File: src/rtl/stack_top_cache_pkg.sv
package stack_top_cache_pkg;

  typedef enum logic [2:0] {
    ST_IDLE,
    ST_SPILL,
    ST_FILL_REQ,
    ST_FILL_WAIT,
    ST_FLUSH,
    ST_RST_REQ,
    ST_RST_WAIT
  } ctrlState_t;

  // strobes from control to datapath; at most one action strobe per cycle
  typedef struct packed {
    logic doPush;     // store into window, no spill
    logic doLatch;    // capture push data while a spill is pending
    logic doSpill;    // oldest written out; pending entry becomes new top
    logic doPop;      // return window top
    logic doFill;     // return memory response
    logic doFlush;    // oldest written out, window shrinks
    logic doRestore;  // memory response stored as new oldest
    logic doEmpty;    // signal empty stack
    logic reqWrite;   // address select for the memory port
  } dpStrobe_t;

endpackage

File: src/rtl/stack_top_cache_dp.sv
module stack_top_cache_dp
  import stack_top_cache_pkg::*;
#(
  parameter int DATA_W  = 32,
  parameter int WIN     = 4,
  parameter int DEPTH_W = 10,
  localparam int PTR_W  = $clog2(WIN),
  localparam int CNT_W  = $clog2(WIN + 1)
) (
  input  logic               clk,
  input  logic               rstN,
  input  dpStrobe_t          strobe,
  input  logic [DATA_W-1:0]  pushData,
  input  logic [DATA_W-1:0]  memRspData,
  output logic [CNT_W-1:0]   cachedCnt,
  output logic [DEPTH_W-1:0] memDepth,
  output logic [DEPTH_W-1:0] memReqAddr,
  output logic [DATA_W-1:0]  memReqData,
  output logic               popDone,
  output logic               popEmpty,
  output logic [DATA_W-1:0]  popData
);

  logic [DATA_W-1:0] slots [WIN];
  logic [PTR_W-1:0]  head;
  logic [DATA_W-1:0] pendReg;
  logic [PTR_W-1:0]  nextTop;
  logic [PTR_W-1:0]  oldestIdx;
  logic [PTR_W-1:0]  restoreIdx;
  logic [DATA_W-1:0] slotWrData;

  assign nextTop    = head + PTR_W'(1);
  assign oldestIdx  = head + PTR_W'(1) - PTR_W'(cachedCnt);
  assign restoreIdx = head - PTR_W'(cachedCnt);
  assign slotWrData = strobe.doRestore ? memRspData :
                      strobe.doSpill   ? pendReg    : pushData;

  assign memReqAddr = strobe.reqWrite ? memDepth : memDepth - DEPTH_W'(1);
  assign memReqData = slots[oldestIdx];

  for (genvar i = 0; i < WIN; i++) begin : gSlot
    logic slotWe;
    assign slotWe = ((strobe.doPush || strobe.doSpill) && nextTop == PTR_W'(i)) ||
                    (strobe.doRestore && restoreIdx == PTR_W'(i));
    always_ff @(posedge clk or negedge rstN) begin
      if (!rstN)       slots[i] <= '0;
      else if (slotWe) slots[i] <= slotWrData;
    end
  end

  always_ff @(posedge clk or negedge rstN) begin
    if (!rstN) begin
      head      <= '0;
      cachedCnt <= '0;
      memDepth  <= '0;
      pendReg   <= '0;
      popDone   <= 1'b0;
      popEmpty  <= 1'b0;
      popData   <= '0;
    end else begin
      popDone  <= 1'b0;
      popEmpty <= 1'b0;
      if (strobe.doLatch) pendReg <= pushData;
      if (strobe.doPush) begin
        head      <= nextTop;
        cachedCnt <= cachedCnt + CNT_W'(1);
      end
      if (strobe.doSpill) begin
        head     <= nextTop;
        memDepth <= memDepth + DEPTH_W'(1);
      end
      if (strobe.doPop) begin
        head      <= head - PTR_W'(1);
        cachedCnt <= cachedCnt - CNT_W'(1);
        popDone   <= 1'b1;
        popData   <= slots[head];
      end
      if (strobe.doFill) begin
        memDepth <= memDepth - DEPTH_W'(1);
        popDone  <= 1'b1;
        popData  <= memRspData;
      end
      if (strobe.doFlush) begin
        cachedCnt <= cachedCnt - CNT_W'(1);
        memDepth  <= memDepth + DEPTH_W'(1);
      end
      if (strobe.doRestore) begin
        cachedCnt <= cachedCnt + CNT_W'(1);
        memDepth  <= memDepth - DEPTH_W'(1);
      end
      if (strobe.doEmpty) begin
        popDone  <= 1'b1;
        popEmpty <= 1'b1;
        popData  <= '0;
      end
    end
  end

endmodule

File: src/rtl/stack_top_cache_ctrl.sv
module stack_top_cache_ctrl
  import stack_top_cache_pkg::*;
#(
  parameter int WIN     = 4,
  parameter int DEPTH_W = 10,
  localparam int CNT_W  = $clog2(WIN + 1)
) (
  input  logic               clk,
  input  logic               rstN,
  input  logic               pushReq,
  input  logic               popReq,
  input  logic               flushReq,
  input  logic               restoreReq,
  input  logic [CNT_W-1:0]   cachedCnt,
  input  logic [DEPTH_W-1:0] memDepth,
  input  logic               memReqReady,
  input  logic               memRspValid,
  output logic               ready,
  output logic               memReqValid,
  output logic               memReqWrite,
  output dpStrobe_t          strobe
);

  ctrlState_t state, stateNext;
  logic winFull, winEmpty, memEmpty;

  assign winFull  = (cachedCnt == CNT_W'(WIN));
  assign winEmpty = (cachedCnt == '0);
  assign memEmpty = (memDepth == '0);

  always_comb begin
    stateNext   = state;
    strobe      = '0;
    memReqValid = 1'b0;
    memReqWrite = 1'b0;
    ready       = (state == ST_IDLE);
    unique case (state)
      ST_IDLE: begin
        if (flushReq) begin
          if (!winEmpty) stateNext = ST_FLUSH;
        end else if (restoreReq) begin
          if (!winFull && !memEmpty) stateNext = ST_RST_REQ;
        end else if (pushReq) begin
          if (!winFull) strobe.doPush = 1'b1;
          else begin
            strobe.doLatch = 1'b1;
            stateNext      = ST_SPILL;
          end
        end else if (popReq) begin
          if (!winEmpty)      strobe.doPop = 1'b1;
          else if (!memEmpty) stateNext = ST_FILL_REQ;
          else                strobe.doEmpty = 1'b1;
        end
      end
      ST_SPILL: begin
        memReqValid = 1'b1;
        memReqWrite = 1'b1;
        if (memReqReady) begin
          strobe.doSpill = 1'b1;
          stateNext      = ST_IDLE;
        end
      end
      ST_FILL_REQ: begin
        memReqValid = 1'b1;
        if (memReqReady) stateNext = ST_FILL_WAIT;
      end
      ST_FILL_WAIT: begin
        if (memRspValid) begin
          strobe.doFill = 1'b1;
          stateNext     = ST_IDLE;
        end
      end
      ST_FLUSH: begin
        memReqValid = 1'b1;
        memReqWrite = 1'b1;
        if (memReqReady) begin
          strobe.doFlush = 1'b1;
          if (cachedCnt == CNT_W'(1)) stateNext = ST_IDLE;
        end
      end
      ST_RST_REQ: begin
        memReqValid = 1'b1;
        if (memReqReady) stateNext = ST_RST_WAIT;
      end
      ST_RST_WAIT: begin
        if (memRspValid) begin
          strobe.doRestore = 1'b1;
          if (cachedCnt == CNT_W'(WIN - 1) || memDepth == DEPTH_W'(1))
            stateNext = ST_IDLE;
          else
            stateNext = ST_RST_REQ;
        end
      end
      default: stateNext = ST_IDLE;
    endcase
    strobe.reqWrite = memReqWrite;
  end

  always_ff @(posedge clk or negedge rstN) begin
    if (!rstN) state <= ST_IDLE;
    else       state <= stateNext;
  end

endmodule

File: src/rtl/stack_top_cache.sv
module stack_top_cache
  import stack_top_cache_pkg::*;
#(
  parameter int DATA_W  = 32,
  parameter int WIN     = 4,
  parameter int DEPTH_W = 10
) (
  input  logic               clk,
  input  logic               rstN,
  input  logic               pushReq,
  input  logic [DATA_W-1:0]  pushData,
  input  logic               popReq,
  input  logic               flushReq,
  input  logic               restoreReq,
  output logic               ready,
  output logic               popDone,
  output logic               popEmpty,
  output logic [DATA_W-1:0]  popData,
  output logic               memReqValid,
  input  logic               memReqReady,
  output logic               memReqWrite,
  output logic [DEPTH_W-1:0] memReqAddr,
  output logic [DATA_W-1:0]  memReqData,
  input  logic               memRspValid,
  input  logic [DATA_W-1:0]  memRspData
);

  localparam int CNT_W = $clog2(WIN + 1);

  dpStrobe_t          strobe;
  logic [CNT_W-1:0]   cachedCnt;
  logic [DEPTH_W-1:0] memDepth;

  stack_top_cache_ctrl #(.WIN(WIN), .DEPTH_W(DEPTH_W)) ctrlInst (
    .clk        (clk),
    .rstN       (rstN),
    .pushReq    (pushReq),
    .popReq     (popReq),
    .flushReq   (flushReq),
    .restoreReq (restoreReq),
    .cachedCnt  (cachedCnt),
    .memDepth   (memDepth),
    .memReqReady(memReqReady),
    .memRspValid(memRspValid),
    .ready      (ready),
    .memReqValid(memReqValid),
    .memReqWrite(memReqWrite),
    .strobe     (strobe)
  );

  stack_top_cache_dp #(.DATA_W(DATA_W), .WIN(WIN), .DEPTH_W(DEPTH_W)) dpInst (
    .clk       (clk),
    .rstN      (rstN),
    .strobe    (strobe),
    .pushData  (pushData),
    .memRspData(memRspData),
    .cachedCnt (cachedCnt),
    .memDepth  (memDepth),
    .memReqAddr(memReqAddr),
    .memReqData(memReqData),
    .popDone   (popDone),
    .popEmpty  (popEmpty),
    .popData   (popData)
  );

endmodule

File: config.mk
export PLATFORM = sky130hd
export DESIGN_NAME = stack_top_cache
export DESIGN_NICKNAME = d
export VERILOG_FILES = /design/src/rtl/stack_top_cache_pkg.sv /design/src/rtl/stack_top_cache_dp.sv /design/src/rtl/stack_top_cache_ctrl.sv /design/src/rtl/stack_top_cache.sv
export SDC_FILE = /design/constraint.sdc
export NUM_CORES = 1
export LEC_CHECK = 0
export BUFFER_PORTS_ARGS = -buffer_cell sky130_fd_sc_hd__buf_2
export CORE_UTILIZATION = 40
export DETAILED_ROUTE_END_ITERATION = 10
export PLACE_DENSITY = 0.58
export SYNTH_ARGS = -nofsm -noshare
export SYNTH_HDL_FRONTEND = slang
export SYNTH_SLANG_ARGS = --single-unit
File: constraint.sdc
create_clock -name clk -period 6.8 [get_ports clk]
set_input_delay 0 -clock clk [delete_from_list [all_inputs] [get_ports clk]]
set_output_delay 0 -clock clk [all_outputs]
set_load 0.005 [all_outputs]
Word level (Yosys, flattened, before mapping)
Index checks and enable logic that the tools add are counted.
- output and inout port bits: 79
- flip-flop bits (word level): 212
- logic and storage cells: 154
- reductions and logical operators: 29
- equality and inequality tests: 29
- bitwise logic cells: 2
- magnitude comparators: 2
- multiplexer cells: 72
- add/sub/neg operators: 8
- operator list (operator ; count):
    32-bit two-way mux ; 9
    32-bit binary-select mux with 2-bit select ; 2
    3-bit two-way mux ; 21
    10-bit two-way mux ; 5
    1-bit two-way mux ; 27
    3-bit case mux with 7 select lines ; 1
    2-bit two-way mux ; 7
    13-bit AND reduction ; 1
    3-bit equality test (second input constant) ; 4
    2-bit inequality test (second input constant) ; 6
    10-bit by 1-bit adder with 10-bit output (second input constant) ; 1
    10-bit by 1-bit equality test with 1-bit output (second input constant) ; 1
    10-bit logical NOT ; 1
    5-bit by 4-bit inequality test with 1-bit output (second input constant) ; 2
    5-bit inequality test (second input constant) ; 2
    10-bit by 1-bit subtractor with 10-bit output (second input constant) ; 1
    3-bit by 2-bit equality test with 1-bit output (second input constant) ; 3
    1-bit logical AND ; 9
    2-bit equality test (second input constant) ; 4
    4-bit nonzero test ; 2
    3-bit by 1-bit equality test with 1-bit output (second input constant) ; 2
    3-bit >= comparator (second input constant) ; 2
    3-bit logical NOT ; 2
    1-bit logical OR ; 6
    15 further kinds ; 21

Longest topological paths before layout
- depth in word-level cells: 10
- depth in mapped cells: 9

Cells and area by module
From an unflattened synthesis, not the netlist that was laid out.
- cell total of the unflattened synthesis: 1046
- area, all modules: 11208.2 um^2
- by module, submodules not included (module ; cells an instance ; area each (um^2) ; instances):
    stack_top_cache_dp ; 984 ; 10692.8 ; 1
    stack_top_cache_ctrl ; 62 ; 515.5 ; 1

Worst setup path after synthesis
Ideal clock, no wire load.
- kind: reg2out
- start point: register dpInst.head[0]
- end point: output memReqData[10]
- path slack: 3975 ps
- buffers on the path: 4
- data arrival time: 2825 ps
- cell stages (with the launch flop): 8
- required time: 6800 ps
- cells stage by stage: dfrtp_1 buf_2 buf_1 inv_1 ha_1 buf_2 buf_1 mux4_2
- word-level cells in the longest chain between the ends: 6
- RTL lines (what ; RTL line ; RTL):
    start, declared ; stack_top_cache_dp.sv:25 ; logic [PTR_W-1:0] head;
    start signal, assigned ; stack_top_cache_dp.sv:65 ; head <= nextTop;
    start signal, assigned ; stack_top_cache_dp.sv:69 ; head <= nextTop;
    start signal, assigned ; stack_top_cache_dp.sv:73 ; head <= head - PTR_W'(1);
    2-bit by 1-bit adder with 2-bit output ; stack_top_cache_dp.sv:33 ; assign oldestIdx = head + PTR_W'(1) - PTR_W'(cachedCnt);
    2-bit subtractor ; stack_top_cache_dp.sv:33 ;
    2-bit inverter with 3-bit output (implied by the code) ; stack_top_cache_dp.sv:39 ; assign memReqData = slots[oldestIdx];
    32-bit binary-select mux with 2-bit select ; stack_top_cache_dp.sv:39 ;
    32-bit two-way mux (implied by the code) (2 in a row) ; stack_top_cache_dp.sv:39 ;
    end, declared ; stack_top_cache.sv:23 ; output logic [DATA_W-1:0] memReqData,
Every way passes these cells. The select of a mux whose other input is x is not followed.

Worst setup path in the final report
- start point: register dpInst.head[1]
- end point: output memReqData[31]
Same word-level chain as after synthesis.

==> results.rst <==
.. list-table::
   :header-rows: 1

   * - Metric
     - Value
   * - Number of flip-flops and latches in the synthesized netlist
     - 212
   * - Chip Height
     - 171 microns
   * - Number of violations reported at the end of detailed-routing iteration 0
     - 491
   * - Critical Path, Cell by Cell
     - inv_1, ha_1, xnor2_2, buf_4, mux4_2, buf_2
   * - Num ports
     - 151
   * - Mean area per synthesized cell
     - 12.8 sq um
   * - Syn_nets
     - 981
   * - Crit path kind
     - reg -> out
   * - Post-layout utilization of the core
     - 49.9%
   * - Setup Viol. Count Final
     - 0
   * - Worst Clk Skew
     - 0.0101 ns
   * - Clock tree from TritonCTS
     - yes
   * - Largest vdd supply drop
     - 0.000242 V
   * - Maximum clock rate
     - 0.261 GHz
   * - Clock slew seen by the registers of the worst setup and hold paths
     - 0.06 ns
   * - CP Data Arrival Time
     - 3.84 ns
   * - Top cell type's share of synthesized area
     - 46.4%
   * - Longest individual stage delay on the worst path
     - 1.03 ns
   * - Port-buffer cells
     - 150
   * - Source of the worst register-to-register timing path
     - ctrlInst.state[0]$_DFFE_PN0P_
   * - Critical path fanouts, max
     - 36
   * - Remaining antenna violation count
     - 0
   * - Netlist area before placement
     - 11400 sq um
   * - Length of the first detailed-routing pass in iterations
     - 4
   * - Initial antenna violation count
     - 1
   * - Number of global-route vias before repair
     - 8320
   * - Clk Tree Root Cell
     - sky130_fd_sc_hd__clkbuf_16
   * - HP Start
     - restoreReq
   * - Core area
     - 27900 sq um
   * - Effective utilization at floorplan
     - 40.9%
   * - Post_cts resized
     - 0
   * - Final GP Congestion
     - 0.824
   * - FILL cells
     - 2541
   * - Class of the tightest hold or removal check
     - in -> reg
   * - Pwr Density
     - 443 nW/um^2
   * - DRC
     - 0
   * - Worst r2r dst
     - dpInst.slots[3]$_DFFE_PN0P_
   * - Wire length of the first global-routing pass
     - 47.5 mm
   * - Slew of the pin with the lowest slew margin
     - 1.08 ns
   * - Cell type with the highest aggregate area in the netlist
     - sky130_fd_sc_hd__dfrtp_1
   * - Type of element capturing the critical path
     - primary output
   * - Synthesis Warnings
     - 0
   * - Sequential cell area fraction in the yosys report
     - 46.4%
   * - Cell area after placement
     - 12500 sq um
   * - Total congestion overflow
     - 0
   * - Share of cells above drive strength 1
     - 39.8%
   * - Worst path top cell family by delay
     - flip-flops
   * - Most common cell after layout, fill and taps aside
     - sky130_fd_sc_hd__dfrtp_1
   * - Avg Vias per Cell
     - 5.52
   * - Period utilisation layout
     - 56.4%
   * - Maximum clock path buffer count
     - 3
   * - P_leak
     - 6.27 nW
   * - Number of distinct library cells after synthesis
     - 64
   * - RSZ-0062 raised after global routing
     - false
   * - Largest cells by area after synthesis
     - sky130_fd_sc_hd__dfrtp_1, sky130_fd_sc_hd__mux2_2, sky130_fd_sc_hd__mux4_2
   * - Number of flops mapped to enable cells by yosys
     - 0
   * - Total buffers and inverters traversed by the critical path
     - 3
   * - Finished Cell Area
     - 13900 sq um
   * - Slew margin rel.
     - 27.7%
   * - Number of cells on the worst hold path
     - 4
   * - Post-CTS setup repair buffer count
     - 0
   * - Number of failing hold endpoints at the final stage
     - 0
   * - Async S/R FF share, synth
     - 100%
   * - Commonest non-fill, non-tap cells in the layout
     - sky130_fd_sc_hd__dfrtp_1, sky130_fd_sc_hd__buf_2, sky130_fd_sc_hd__mux2_2
   * - Fin crit period
     - 3.84 ns
   * - Post-Syn Instances
     - 894
   * - Crit start category
     - flop
   * - WHS Endpoint
     - dpInst.popEmpty$_DFF_PN0_
   * - WP data required
     - 6.80 ns
   * - Total Routed Length
     - 30.1 mm
   * - Clock H-tree levels
     - 1
   * - Syn-to-layout area delta
     - 21.8%
   * - Crit-path slowest cell
     - sky130_fd_sc_hd__dfrtp_2
   * - Final net count
     - 1172
   * - Run status
     - completed
   * - Die area
     - 29300 sq um
   * - Sink Count
     - 212
   * - Number of rows created at floorplan
     - 61
   * - Final number of max-transition violations
     - 0
   * - R2r setup slk
     - 3.41 ns
   * - CTS Hold Bufs
     - 69
   * - Total Negative Setup Slacks
     - 0 ns
   * - Die width
     - 171 microns
   * - Total global-route track usage
     - 21.1%
   * - Average detailed-routed wire length per instance
     - 20.4 microns
   * - Total via count in the routed design
     - 8163
   * - Number of CTS-inserted buffers
     - 24
   * - Primary flip-flop cell chosen by synthesis mapping
     - sky130_fd_sc_hd__dfrtp_1
   * - Placed wire-length estimate after detailed placement
     - 18.8 mm
   * - Worst r2r path cells
     - 6
   * - Maximum number of pins on one net before global-route repair
     - 91
   * - Number of cells on the critical path
     - 6
   * - Clock latency on the worst-skew pair
     - 0.51 ns
   * - Max-cap violation count
     - 0
[worst max path at each step]
stage / from / end / slack [ns]
floorplan: dpInst.head[0]$_DFFE_PN0P_ / memReqData[10] / 3.97
global placement: ctrlInst.state[1]$_DFFE_PN0P_ / dpInst.slots[18]$_DFFE_PN0P_ / 3.47
detailed placement: ctrlInst.state[1]$_DFFE_PN0P_ / dpInst.slots[3]$_DFFE_PN0P_ / 3.37
CTS: dpInst.head[1]$_DFFE_PN0P_ / memReqData[31] / 2.93
global route: dpInst.head[1]$_DFFE_PN0P_ / memReqData[31] / 2.79
finish: dpInst.head[1]$_DFFE_PN0P_ / memReqData[31] / 2.96
[cell families after synthesis]
logic type	synth area share [%]
AND/OR/NAND/NOR	6.39
adder cells (fa/ha/maj)	1.64
multiplexers	31.3
buffers and inverters	3.62
XOR/XNOR	2.07
flip-flops	46.4
AO/OA/AOI/OAI	8.61
[per-stage QoR]
step | cells | setup WS (ns) | hold slack (ns) | power (mW)
2_1_floorplan | 894 | 3.97 | -0.296 | 3.93
3_3_place_gp | 1368 | 3.47 | 0.0691 | 4.82
3_5_place_dp | 1368 | 3.37 | 0.0576 | 4.88
4_1_cts | 1479 | 2.93 | 0.0148 | 6.23
5_1_grt | 1480 | 2.79 | 0.0884 | 6.56
6_report | 1480 | 2.96 | 0.0452 | 6.17
[per-layer routing]
| metal | wire, microns | vias up | global-route usage [%] |
|---|---|---|---|
| met5 | 0 | - | 0 |
| met4 | 310 | 0 | 3.88 |
| met3 | 1740 | 28 | 3.49 |
| met2 | 14400 | 245 | 34.6 |
| met1 | 13700 | 4164 | 29.5 |
| li1 | - | 3726 | - |
[tightest hold or removal path: cells and delay by family]
family,cells,cell delay (ns)
buffers and inverters,1,0.15
and+or+nand+nor,3,0.36
[layout make-up]
cell class              count  area, sq um  area share, %
multi-input cells         602         5760           41.3
clock inverters             7         62.6          0.449
flip-flops and latches    212         5310           38.1
diodes                      1         2.50         0.0180
clock buffers              35          723           5.19
repair buffers            233         1560           11.2
well taps                 378          473           3.40
inverters                  12         45.0          0.323
[sequential cells by signal, summed over array words and instances (netlist names)]
signal,cells
dpInst.slots,128
dpInst.pendReg,32
dpInst.popData,32
dpInst.memDepth,10
ctrlInst.state,3
dpInst.cachedCnt,3
dpInst.head,2
dpInst.popDone,1
dpInst.popEmpty,1
[synthesized netlist by cell type (3+ instances only)]
cell type                    n
sky130_fd_sc_hd__nor2_1     15
sky130_fd_sc_hd__mux4_2     64
sky130_fd_sc_hd__buf_4       6
sky130_fd_sc_hd__xnor2_1    22
sky130_fd_sc_hd__buf_6       9
sky130_fd_sc_hd__clkbuf_2    3
sky130_fd_sc_hd__nor4_1      4
sky130_fd_sc_hd__nand3_1     8
sky130_fd_sc_hd__clkbuf_1   29
sky130_fd_sc_hd__nand2_1    77
sky130_fd_sc_hd__a311oi_1    3
sky130_fd_sc_hd__dfrtp_1   212
sky130_fd_sc_hd__or2_2       3
sky130_fd_sc_hd__a21o_1      3
sky130_fd_sc_hd__ha_1       15
sky130_fd_sc_hd__nand2b_1    5
sky130_fd_sc_hd__and2_1      4
sky130_fd_sc_hd__o21ai_1    12
sky130_fd_sc_hd__mux2i_1    32
sky130_fd_sc_hd__xor2_1      5
sky130_fd_sc_hd__mux2_1     13
sky130_fd_sc_hd__and3_1      4
sky130_fd_sc_hd__inv_1      12
sky130_fd_sc_hd__a21oi_1     8
sky130_fd_sc_hd__a211oi_1    4
sky130_fd_sc_hd__nor3_1      9
sky130_fd_sc_hd__a22oi_1    32
sky130_fd_sc_hd__nor2b_1     5
sky130_fd_sc_hd__buf_1       5
sky130_fd_sc_hd__buf_2      16
sky130_fd_sc_hd__mux2_2    148
sky130_fd_sc_hd__o21ai_0    62
[power breakdown]
group | switching (mW) | internal (mW) | leakage, nW
clock | 0.517 | 0.771 | 0.390
sequential | 0.475 | 1.81 | 2.81
combinational | 1.14 | 1.45 | 3.07
total | 2.14 | 4.03 | 6.27
Note: power is estimated with default switching activity, not from simulation.
